`src/rtl/conn_pkg.sv`:
```
package conn_pkg;

  // Per-output decision taken each cycle
  typedef enum logic [2:0] {
    ACT_IDLE,   // no connection, nothing arrives
    ACT_KEEP,   // connection held, hold count advances
    ACT_OPEN,   // switch grant builds a new connection
    ACT_CHAIN,  // accepted chaining grant takes the connection over
    ACT_DROP    // a release cause tears the connection down
  } slot_act_e;

endpackage

```
`src/rtl/chain_filter.sv`:
```
// Flags chaining grants whose input is also taken by a switch grant.
module chain_filter #(
  parameter int NUM_OUT = 5,
  parameter int IN_W    = 3
) (
  input  logic [NUM_OUT-1:0]      sw_vld,
  input  logic [NUM_OUT*IN_W-1:0] sw_in,
  input  logic [NUM_OUT*IN_W-1:0] ch_in,
  output logic [NUM_OUT-1:0]      ch_block
);

  always_comb begin
    ch_block = '0;
    for (int o = 0; o < NUM_OUT; o++) begin
      for (int p = 0; p < NUM_OUT; p++) begin
        if (sw_vld[p] && (sw_in[p*IN_W +: IN_W] == ch_in[o*IN_W +: IN_W])) begin
          ch_block[o] = 1'b1;
        end
      end
    end
  end

endmodule

```
`src/rtl/conn_slot.sv`:
```
// Connection state and hold/release decision for one output port.
module conn_slot
  import conn_pkg::*;
#(
  parameter int NUM_IN = 5,
  parameter int NUM_VC = 4,
  parameter int CRED_W = 4,
  parameter int AGE_W  = 4,
  parameter int IN_W   = 3,
  parameter int VC_W   = 2
) (
  input  logic                       clk,
  input  logic                       rst_n,
  input  logic [AGE_W-1:0]           hold_limit,
  input  logic                       starve_off,
  input  logic                       sw_vld,
  input  logic [IN_W-1:0]            sw_in,
  input  logic [VC_W-1:0]            sw_ivc,
  input  logic [VC_W-1:0]            sw_ovc,
  input  logic                       ch_vld,
  input  logic                       ch_block,
  input  logic [IN_W-1:0]            ch_in,
  input  logic [VC_W-1:0]            ch_ivc,
  input  logic [VC_W-1:0]            ch_ovc,
  input  logic [NUM_VC*CRED_W-1:0]   credits,
  input  logic [NUM_IN*NUM_VC-1:0]   ivc_empty,
  input  logic                       prio,
  output logic                       vld,
  output logic [IN_W-1:0]            in_o,
  output logic [VC_W-1:0]            ivc_o,
  output logic [VC_W-1:0]            ovc_o,
  output logic                       rel,
  output logic                       near
);

  slot_act_e        act;
  logic             vld_q, vld_d;
  logic [IN_W-1:0]  in_q, in_d;
  logic [VC_W-1:0]  ivc_q, ivc_d;
  logic [VC_W-1:0]  ovc_q, ovc_d;
  logic [AGE_W-1:0] age_q, age_d;
  logic [AGE_W:0]   age_nxt;
  logic [CRED_W-1:0] cred_sel;
  logic             empty_sel;
  logic             age_hit, inelig, cause, ch_take, same_src, en;

  // credit count of the output VC in use
  always_comb begin
    cred_sel = '0;
    for (int v = 0; v < NUM_VC; v++) begin
      if (ovc_q == VC_W'(v)) cred_sel = credits[v*CRED_W +: CRED_W];
    end
  end

  // empty flag of the input VC feeding the connection
  always_comb begin
    empty_sel = 1'b0;
    for (int i = 0; i < NUM_IN; i++) begin
      for (int v = 0; v < NUM_VC; v++) begin
        if ((in_q == IN_W'(i)) && (ivc_q == VC_W'(v))) empty_sel = ivc_empty[i*NUM_VC + v];
      end
    end
  end

  assign age_nxt  = {1'b0, age_q} + 1'b1;
  assign age_hit  = !starve_off && (age_q >= hold_limit);
  assign inelig   = !starve_off && (age_nxt >= {1'b0, hold_limit});
  assign near     = vld_q && !starve_off && (age_nxt == {1'b0, hold_limit});
  assign cause    = vld_q && ((cred_sel == '0) || empty_sel || prio || age_hit);
  assign ch_take  = ch_vld && !ch_block && !sw_vld && vld_q && !inelig;
  assign same_src = (ch_in == in_q) && (ch_ivc == ivc_q);

  always_comb begin
    if (sw_vld)       act = ACT_OPEN;
    else if (ch_take) act = ACT_CHAIN;
    else if (cause)   act = ACT_DROP;
    else if (vld_q)   act = ACT_KEEP;
    else              act = ACT_IDLE;
  end

  assign rel = (act == ACT_DROP);
  assign en  = (act != ACT_IDLE);

  always_comb begin
    vld_d = vld_q;
    in_d  = in_q;
    ivc_d = ivc_q;
    ovc_d = ovc_q;
    age_d = age_q;
    case (act)
      ACT_OPEN: begin
        vld_d = 1'b1;
        in_d  = sw_in;
        ivc_d = sw_ivc;
        ovc_d = sw_ovc;
        age_d = AGE_W'(1);
      end
      ACT_CHAIN: begin
        vld_d = 1'b1;
        in_d  = ch_in;
        ivc_d = ch_ivc;
        ovc_d = ch_ovc;
        age_d = same_src ? age_nxt[AGE_W-1:0] : AGE_W'(1);
      end
      ACT_DROP: begin
        vld_d = 1'b0;
        age_d = '0;
      end
      ACT_KEEP: begin
        age_d = (age_q == '1) ? age_q : age_nxt[AGE_W-1:0];
      end
      default: ;
    endcase
  end

  always_ff @(posedge clk or negedge rst_n) begin
    if (!rst_n) begin
      vld_q <= 1'b0;
      in_q  <= '0;
      ivc_q <= '0;
      ovc_q <= '0;
      age_q <= '0;
    end else if (en) begin
      vld_q <= vld_d;
      in_q  <= in_d;
      ivc_q <= ivc_d;
      ovc_q <= ovc_d;
      age_q <= age_d;
    end
  end

  assign vld   = vld_q;
  assign in_o  = in_q;
  assign ivc_o = ivc_q;
  assign ovc_o = ovc_q;

endmodule

```
`src/rtl/conn_tracker.sv`:
```
// Per-output connection hold/release tracker for a chaining router.
module conn_tracker #(
  parameter int NUM_OUT  = 5,
  parameter int NUM_IN   = 5,
  parameter int NUM_VC   = 4,
  parameter int BUF_DEP  = 8,
  parameter int MAX_HOLD = 15,
  localparam int IN_W   = $clog2(NUM_IN),
  localparam int VC_W   = $clog2(NUM_VC),
  localparam int CRED_W = $clog2(BUF_DEP + 1),
  localparam int AGE_W  = $clog2(MAX_HOLD + 1)
) (
  input  logic                              clk,
  input  logic                              rst_n,
  input  logic [AGE_W-1:0]                  hold_limit,
  input  logic                              starve_off,
  input  logic [NUM_OUT-1:0]                sw_vld,
  input  logic [NUM_OUT*IN_W-1:0]           sw_in,
  input  logic [NUM_OUT*VC_W-1:0]           sw_ivc,
  input  logic [NUM_OUT*VC_W-1:0]           sw_ovc,
  input  logic [NUM_OUT-1:0]                ch_vld,
  input  logic [NUM_OUT*IN_W-1:0]           ch_in,
  input  logic [NUM_OUT*VC_W-1:0]           ch_ivc,
  input  logic [NUM_OUT*VC_W-1:0]           ch_ovc,
  input  logic [NUM_OUT*NUM_VC*CRED_W-1:0]  out_credit,
  input  logic [NUM_IN*NUM_VC-1:0]          ivc_empty,
  input  logic [NUM_OUT-1:0]                prio_req,
  output logic [NUM_OUT-1:0]                conn_vld,
  output logic [NUM_OUT*IN_W-1:0]           conn_in,
  output logic [NUM_OUT*VC_W-1:0]           conn_ivc,
  output logic [NUM_OUT*VC_W-1:0]           conn_ovc,
  output logic [NUM_OUT-1:0]                rel_pulse,
  output logic [NUM_OUT-1:0]                near_starve
);

  logic [NUM_OUT-1:0] ch_block;

  chain_filter #(
    .NUM_OUT (NUM_OUT),
    .IN_W    (IN_W)
  ) u_filter (
    .sw_vld   (sw_vld),
    .sw_in    (sw_in),
    .ch_in    (ch_in),
    .ch_block (ch_block)
  );

  for (genvar o = 0; o < NUM_OUT; o++) begin : g_out
    conn_slot #(
      .NUM_IN (NUM_IN),
      .NUM_VC (NUM_VC),
      .CRED_W (CRED_W),
      .AGE_W  (AGE_W),
      .IN_W   (IN_W),
      .VC_W   (VC_W)
    ) u_slot (
      .clk        (clk),
      .rst_n      (rst_n),
      .hold_limit (hold_limit),
      .starve_off (starve_off),
      .sw_vld     (sw_vld[o]),
      .sw_in      (sw_in[o*IN_W +: IN_W]),
      .sw_ivc     (sw_ivc[o*VC_W +: VC_W]),
      .sw_ovc     (sw_ovc[o*VC_W +: VC_W]),
      .ch_vld     (ch_vld[o]),
      .ch_block   (ch_block[o]),
      .ch_in      (ch_in[o*IN_W +: IN_W]),
      .ch_ivc     (ch_ivc[o*VC_W +: VC_W]),
      .ch_ovc     (ch_ovc[o*VC_W +: VC_W]),
      .credits    (out_credit[o*NUM_VC*CRED_W +: NUM_VC*CRED_W]),
      .ivc_empty  (ivc_empty),
      .prio       (prio_req[o]),
      .vld        (conn_vld[o]),
      .in_o       (conn_in[o*IN_W +: IN_W]),
      .ivc_o      (conn_ivc[o*VC_W +: VC_W]),
      .ovc_o      (conn_ovc[o*VC_W +: VC_W]),
      .rel        (rel_pulse[o]),
      .near       (near_starve[o])
    );
  end

endmodule

```
`config.mk`:
```
export PLATFORM = sky130hd
export DESIGN_NAME = conn_tracker
export DESIGN_NICKNAME = d
export VERILOG_FILES = /design/src/rtl/conn_pkg.sv /design/src/rtl/chain_filter.sv /design/src/rtl/conn_slot.sv /design/src/rtl/conn_tracker.sv
export SDC_FILE = /design/constraint.sdc
export NUM_CORES = 1
export LEC_CHECK = 0
export BUFFER_PORTS_ARGS = -buffer_cell sky130_fd_sc_hd__buf_2
export CELL_PAD_IN_SITES_DETAIL_PLACEMENT = 1
export CELL_PAD_IN_SITES_GLOBAL_PLACEMENT = 2
export CORE_ASPECT_RATIO = 0.5
export CORE_MARGIN = 5
export CORE_UTILIZATION = 32
export CTS_BUF_LIST = sky130_fd_sc_hd__clkbuf_4
export CTS_CLUSTER_SIZE = 24
export DETAILED_ROUTE_END_ITERATION = 7
export PLACE_DENSITY = 0.95
export SKIP_CTS_REPAIR_TIMING = 1
export SYNTH_ARGS = -nofsm -noshare
export SYNTH_HDL_FRONTEND = slang
export SYNTH_SLANG_ARGS = --single-unit
```
`constraint.sdc`:
```
create_clock -name clk -period 8.25 [get_ports clk]
set_clock_uncertainty 0.1 [all_clocks]
set_input_delay 1.2375 -clock clk [delete_from_list [all_inputs] [get_ports clk]]
set_output_delay 1.2375 -clock clk [all_outputs]
set_load 0.01 [all_outputs]
```
==> Yosys cells after proc, flatten, opt, wreduce, memory -nomap -nowiden <==
Cells that the tools add are included.
{ "word_totals": {"regBits": 60, "input_bits": 192, "output_inout_bits": 50, "word_cells": 626} }
{ "op_classes": {"add_sub_neg": 5, "magnitude_cmp": 10, "eq_ne": 120, "mux": 200, "reduce_logical": 266} }
{ "op_table": {"columns": ["cell", "n"], "rows": [
  ["1-bit logical AND", 175],
  ["1-bit two-way mux", 130],
  ["4-bit two-way mux", 30],
  ["3-bit equality test", 30],
  ["4-bit case mux with 4 select lines", 5],
  ["3-bit by 2-bit equality test with 1-bit output (second input constant)", 20],
  ["3-bit two-way mux", 15],
  ["2-bit equality test (second input constant)", 20],
  ["2-bit case mux with 2 select lines", 10],
  ["3-bit by 1-bit equality test with 1-bit output (second input constant)", 10],
  ["3-bit equality test (second input constant)", 10],
  ["3-bit case mux with 2 select lines", 5],
  ["4-bit by 1-bit adder with 5-bit output (second input constant)", 5],
  ["5-bit by 4-bit equality test with 1-bit output", 5],
  ["5-bit by 4-bit >= comparator with 1-bit output", 5],
  ["2-bit by 1-bit equality test with 1-bit output (second input constant)", 10],
  ["4-bit equality test (second input constant)", 5],
  ["4-bit >= comparator", 5],
  ["2-bit logical NOT", 10],
  ["4-bit logical NOT", 5],
  ["2-bit AND reduction", 10],
  ["2-bit nonzero test", 10],
  ["4-bit nonzero test", 5],
  ["1-bit logical NOT", 16],
  ["8 further kinds", 50]
]} }

==> Logic depth before layout (Yosys ltp) <==
{ "depth": {"ltp_word": 33, "depth_mapped": 13, "ltp_nobuf": 12} }

==> By module <==
A second synthesis with hierarchy kept.
{ "unflattened": {"hier_cells": 835, "hier_area_um2": 7254.5} }
{ "modules_own_cells": {"columns": ["mod", "instances", "cells_each", "area_each_um2", "seq_area_each_um2"], "rows": [
  ["conn_slot (g_out[2].u_slot ...)", 2, 147, 1276.2, 300.3],
  ["conn_slot (g_out[0].u_slot ...)", 2, 138, 1191.1, 300.3],
  ["conn_slot (g_out[4].u_slot)", 1, 125, 1176.1, 300.3],
  ["chain_filter", 1, 140, 1143.6, 0.0]
]} }

==> Worst setup path before layout <==
Ideal clock, no wire load.
{ "synth_timing": {"path_type": "input to output", "startpoint": "in hold_limit[3]", "endpoint": "out rel_pulse[0]", "arrival_ns": 3.173, "setup_slack_ns": 3.739, "stages": 10, "n_path_buf": 2, "path_cell_list": "inv_1 ha_1 and3_1 nand3_1 a41oi_1 nor3_1 clkbuf_1 nor2_1 and3_1 buf_4"} }
{ "synth_via": {"elab_chain_cells": 8, "elab_cells_between_ends": 12, "cone_classes": "order compare: 2; eq/ne: 1; mux: 3; reduce/logical: 6"} }
{ "synth_rtl": {"columns": ["element", "line_no", "rtl"], "rows": [
  ["start: declaration", "conn_tracker.sv:15", "input logic [AGE_W-1:0] hold_limit,"],
  ["4-bit >= comparator", "conn_slot.sv:66", "assign age_hit = !starve_off && (age_q >= hold_limit);"],
  ["1-bit logical AND", "conn_slot.sv:66", null],
  ["1-bit logical OR", "conn_slot.sv:69", "assign cause = vld_q && ((cred_sel == '0) || empty_sel || prio || age_hit);"],
  ["1-bit logical AND", "conn_slot.sv:69", null],
  ["3-bit two-way mux", "conn_slot.sv:76", "else if (cause) act = ACT_DROP;"],
  ["3-bit two-way mux *", "conn_slot.sv:75", "else if (ch_take) act = ACT_CHAIN;"],
  ["3-bit two-way mux *", "conn_slot.sv:74", "if (sw_vld) act = ACT_OPEN;"],
  ["3-bit equality test *", "conn_slot.sv:81", "assign rel = (act == ACT_DROP);"],
  ["end: declaration", "conn_tracker.sv:32", "output logic [NUM_OUT-1:0] rel_pulse,"]
]} }
Every way passes the cells marked *; elsewhere a longest branch is shown, timed or not.

==> Final worst setup path <==
{ "layout_timing": {"startpoint": "in hold_limit[2]", "endpoint": "out rel_pulse[0]"} }
Same word-level chain as after synthesis.

==> summary.md <==
| Metric | Value |
|---|---|
| Status | finished clean |
| Share of post-route cells with drive strength above 1 | 0.297 |
| Die H | 113 µm |
| Number of placement rows | 37 |
| Crit path time final | 4870 ps |
| Crit-path slowest cell | nor2_1 |
| Top layer in use | met4 |
| Syn_nets | 1,064 |
| Post-synth EDFFs | 0 |
| DR iter-0 viols | 362 |
| Crit-path max cell delay | 520 ps |
| Worst Setup End Kind | output port |
| Antenna Violating Nets Remaining | 0 |
| Ys Warns | 0 |
| Final Max Tran Viols | 0 |
| Root Buffer | clkbuf_4 |
| GP Congestion | 0.936 |
| Gate Count Post-Synth | 827 |
| Final Hold Vio Count | 0 |
| Antenna violations before repair | 3 |
| Area growth syn-to-layout | 19.6% |
| Clock latency on the worst-skew pair | 430 ps |
| Drt wl/cell | 21.3 µm |
| Max-cap viol count | 0 |
| Unrepaired setup endpoints after global routing | false |
| Worst endpoint required time | 6910 ps |
| Top FF cell, synth | dfrtp_1 |
| Vias | 7,232 |
| Starting Density | 0.329 |
| Final WS setup | 3380 ps |
| Synth async-reset ratio | 1.00 |
| TritonCTS clock tree | built |
| Worst Path Buf+Inv | 3 |
| Worst-path cell chain | buf_2 > inv_1 > ha_1 > and3_1 > nand3_1 > a41oi_1 > nor3_1 > nor2_1 > and3_1 > buf_2 |
| #FFs+latches synth | 60 |
| CP delay by family, top | simple AND/OR/NAND/NOR gates |
| Clk buf depth | 2 |
| Final setup violation count | 0 |
| Final Routed Wirelength | 27,400 µm |
| Metal3 WL | 1330 µm |
| WL met1 | 11,800 µm |
| Multi-input gate area | 4820 µm² |
| Avg Vias per Cell | 5.63 |
| Final Cycle Share | 0.591 |
| Yosys cell types | 82 |
| Die X | 217 µm |
| WL met2 | 13,700 µm |
| First-pass GRT wire length | 42,300 µm |
| Worst hold path class | flip-flop to flip-flop |
| Post-detail-place hpwl | 21,900 µm |
| Fillers | 2,577 |
| CTS Buf Count | 9 |
| VDD IR max | 69.3 µV |
| Worst setup SP type | primary input |
| Syn_area_per_cell | 8.28 µm² |
| Leakage power | 3.87 nW |
| Mapped Area | 6850 µm² |
| Worst-Margin Slew | 873 ps |
| Residual DRC | 0 |
| Largest net degree at the start of global routing | 61 |
| Most common cell after layout, fill and taps aside | buf_2 |
| Most frequent cells in the layout | 241 x buf_2, 98 x nand2_1, 78 x xnor2_1, 60 x dfrtp_1, 45 x ha_1 |
| H-tree Lvls | 3 |
| Total track usage | 0.215 |
| Post-layout nets | 1,241 |
| Die area | 24,600 µm² |
| Sequential share of the synthesized area | 0.219 |
| Clk sinks | 60 |
| Peak Freq | 205 MHz |
| # port buffers | 241 |
| Hold Path Depth | 1 |
| Slew headroom | 0.418 |
| Core Box Area | 20,800 µm² |
| Vias in the first global route | 7,707 |
| Total power draw | 1.16 mW |
| Critical Path AT | 3540 ps |
| Sequential standard cell area | 1500 µm² |
| Crit-path max FO | 10 |
| Place WS | 3450 ps |
| FF-to-FF path depth | 13 |
| Drt first pass iters | 5 |
| Levels on crit path | 10 |
| Critical path type | primary input to output port |
| I/O pin total | 242 |
| Reg clk slew, reported paths | 100 ps |
| Final TNS setup | 0 ps |
| Total gr overflow | 0 |
| Pwr/cell area | 142 nW/µm² |
where the power goes:
group	total, mW	switching (mW)	internal (mW)
logic	0.493	0.263	0.230
registers	0.415	0.0879	0.327
clock network	0.254	0.128	0.126
total	1.16	0.478	0.683
cell usage after synthesis (7+ instances only):
cell	count	area (µm²)
a22oi_1	30	225
clkbuf_1	39	146
o21ai_0	17	85.1
xor2_1	12	105
o221ai_1	7	61.3
or4_1	9	67.6
nor3_1	24	120
mux2i_1	14	140
nor4_1	7	43.8
mux4_2	8	180
mux2_2	9	101
dfrtp_1	60	1500
nand4_1	24	150
nand3_1	33	165
a21o_1	23	173
buf_4	18	135
nand2_1	98	368
nand2b_1	18	113
inv_1	26	97.6
nor2_1	44	165
a22o_1	10	87.6
nor2b_1	18	113
buf_2	16	80.1
ha_1	45	563
a21oi_1	20	100
xnor2_1	78	683
layout make-up:
| cell class | instances | area share |
|---|---|---|
| Clock inverter | 6 | 0.0108 |
| Antenna cell | 3 | 0.000916 |
| Tap cell | 273 | 0.0417 |
| Multi-Input combinational cell | 659 | 0.589 |
| Timing Repair Buffer | 248 | 0.154 |
| Clock buffer | 10 | 0.00916 |
| Sequential cell | 60 | 0.183 |
| Inverter | 26 | 0.0119 |
path summary, 6_finish.rpt:
path	startpoint	end	slack, ps
min reg2reg	g_out[0].u_slot.ovc_o[1]$_DFFE_PN0P_	g_out[0].u_slot.ovc_o[1]$_DFFE_PN0P_	450
min	g_out[0].u_slot.ovc_o[1]$_DFFE_PN0P_	g_out[0].u_slot.ovc_o[1]$_DFFE_PN0P_	450
max in group asynchronous	rst_n	g_out[1].u_slot.in_o[1]$_DFFE_PN0P_	6570
max	hold_limit[2]	rel_pulse[0]	3380
min in group asynchronous	rst_n	g_out[1].u_slot.age_q[0]$_DFFE_PN0P_	860
max reg2reg	g_out[1].u_slot.age_q[0]$_DFFE_PN0P_	g_out[1].u_slot.age_q[0]$_DFFE_PN0P_	4820
per-layer routing:
metal / track usage / vias to the layer above
met2: 0.387 / 200
met5: 0 / -
li1: - / 3362
met3: 0.0292 / 41
met1: 0.274 / 3629
met4: 0.0555 / 0
sequential cells by signal, indices dropped and copies added (netlist names):
name,count
g_out.u_slot.ovc_o,10
g_out.u_slot.vld,5
g_out.u_slot.ivc_o,10
g_out.u_slot.age_q,20
g_out.u_slot.in_o,15
per-stage QoR:
stage                     instances  hold WS (ps)   util  instance area (µm²)
after floorplan                 827           396      -                 6850
after global placement         1266           415  0.386                 8020
after detailed placement       1266           428  0.386                 8020
after CTS                      1282           451  0.394                 8190
after global routing           1285           491  0.394                 8190
final                          1285           451  0.394                 8190
kinds of logic (layout without fill, tap and decap cells):
kind of cell               Yosys count  after routing  share of synthesized area
AOI/OAI and AO/OA                  174            174                      0.194
buffers and inverters              108            290                     0.0766
muxes                               35             35                     0.0747
DFF                                 60             60                      0.219
adders and majority gates           45             45                     0.0822
xor gates and xnor gates            90             90                      0.115
other                                0              3                          0
and+or+nand+nor                    315            315                      0.238
No activity file was read; power rests on OpenSTA's default activity.
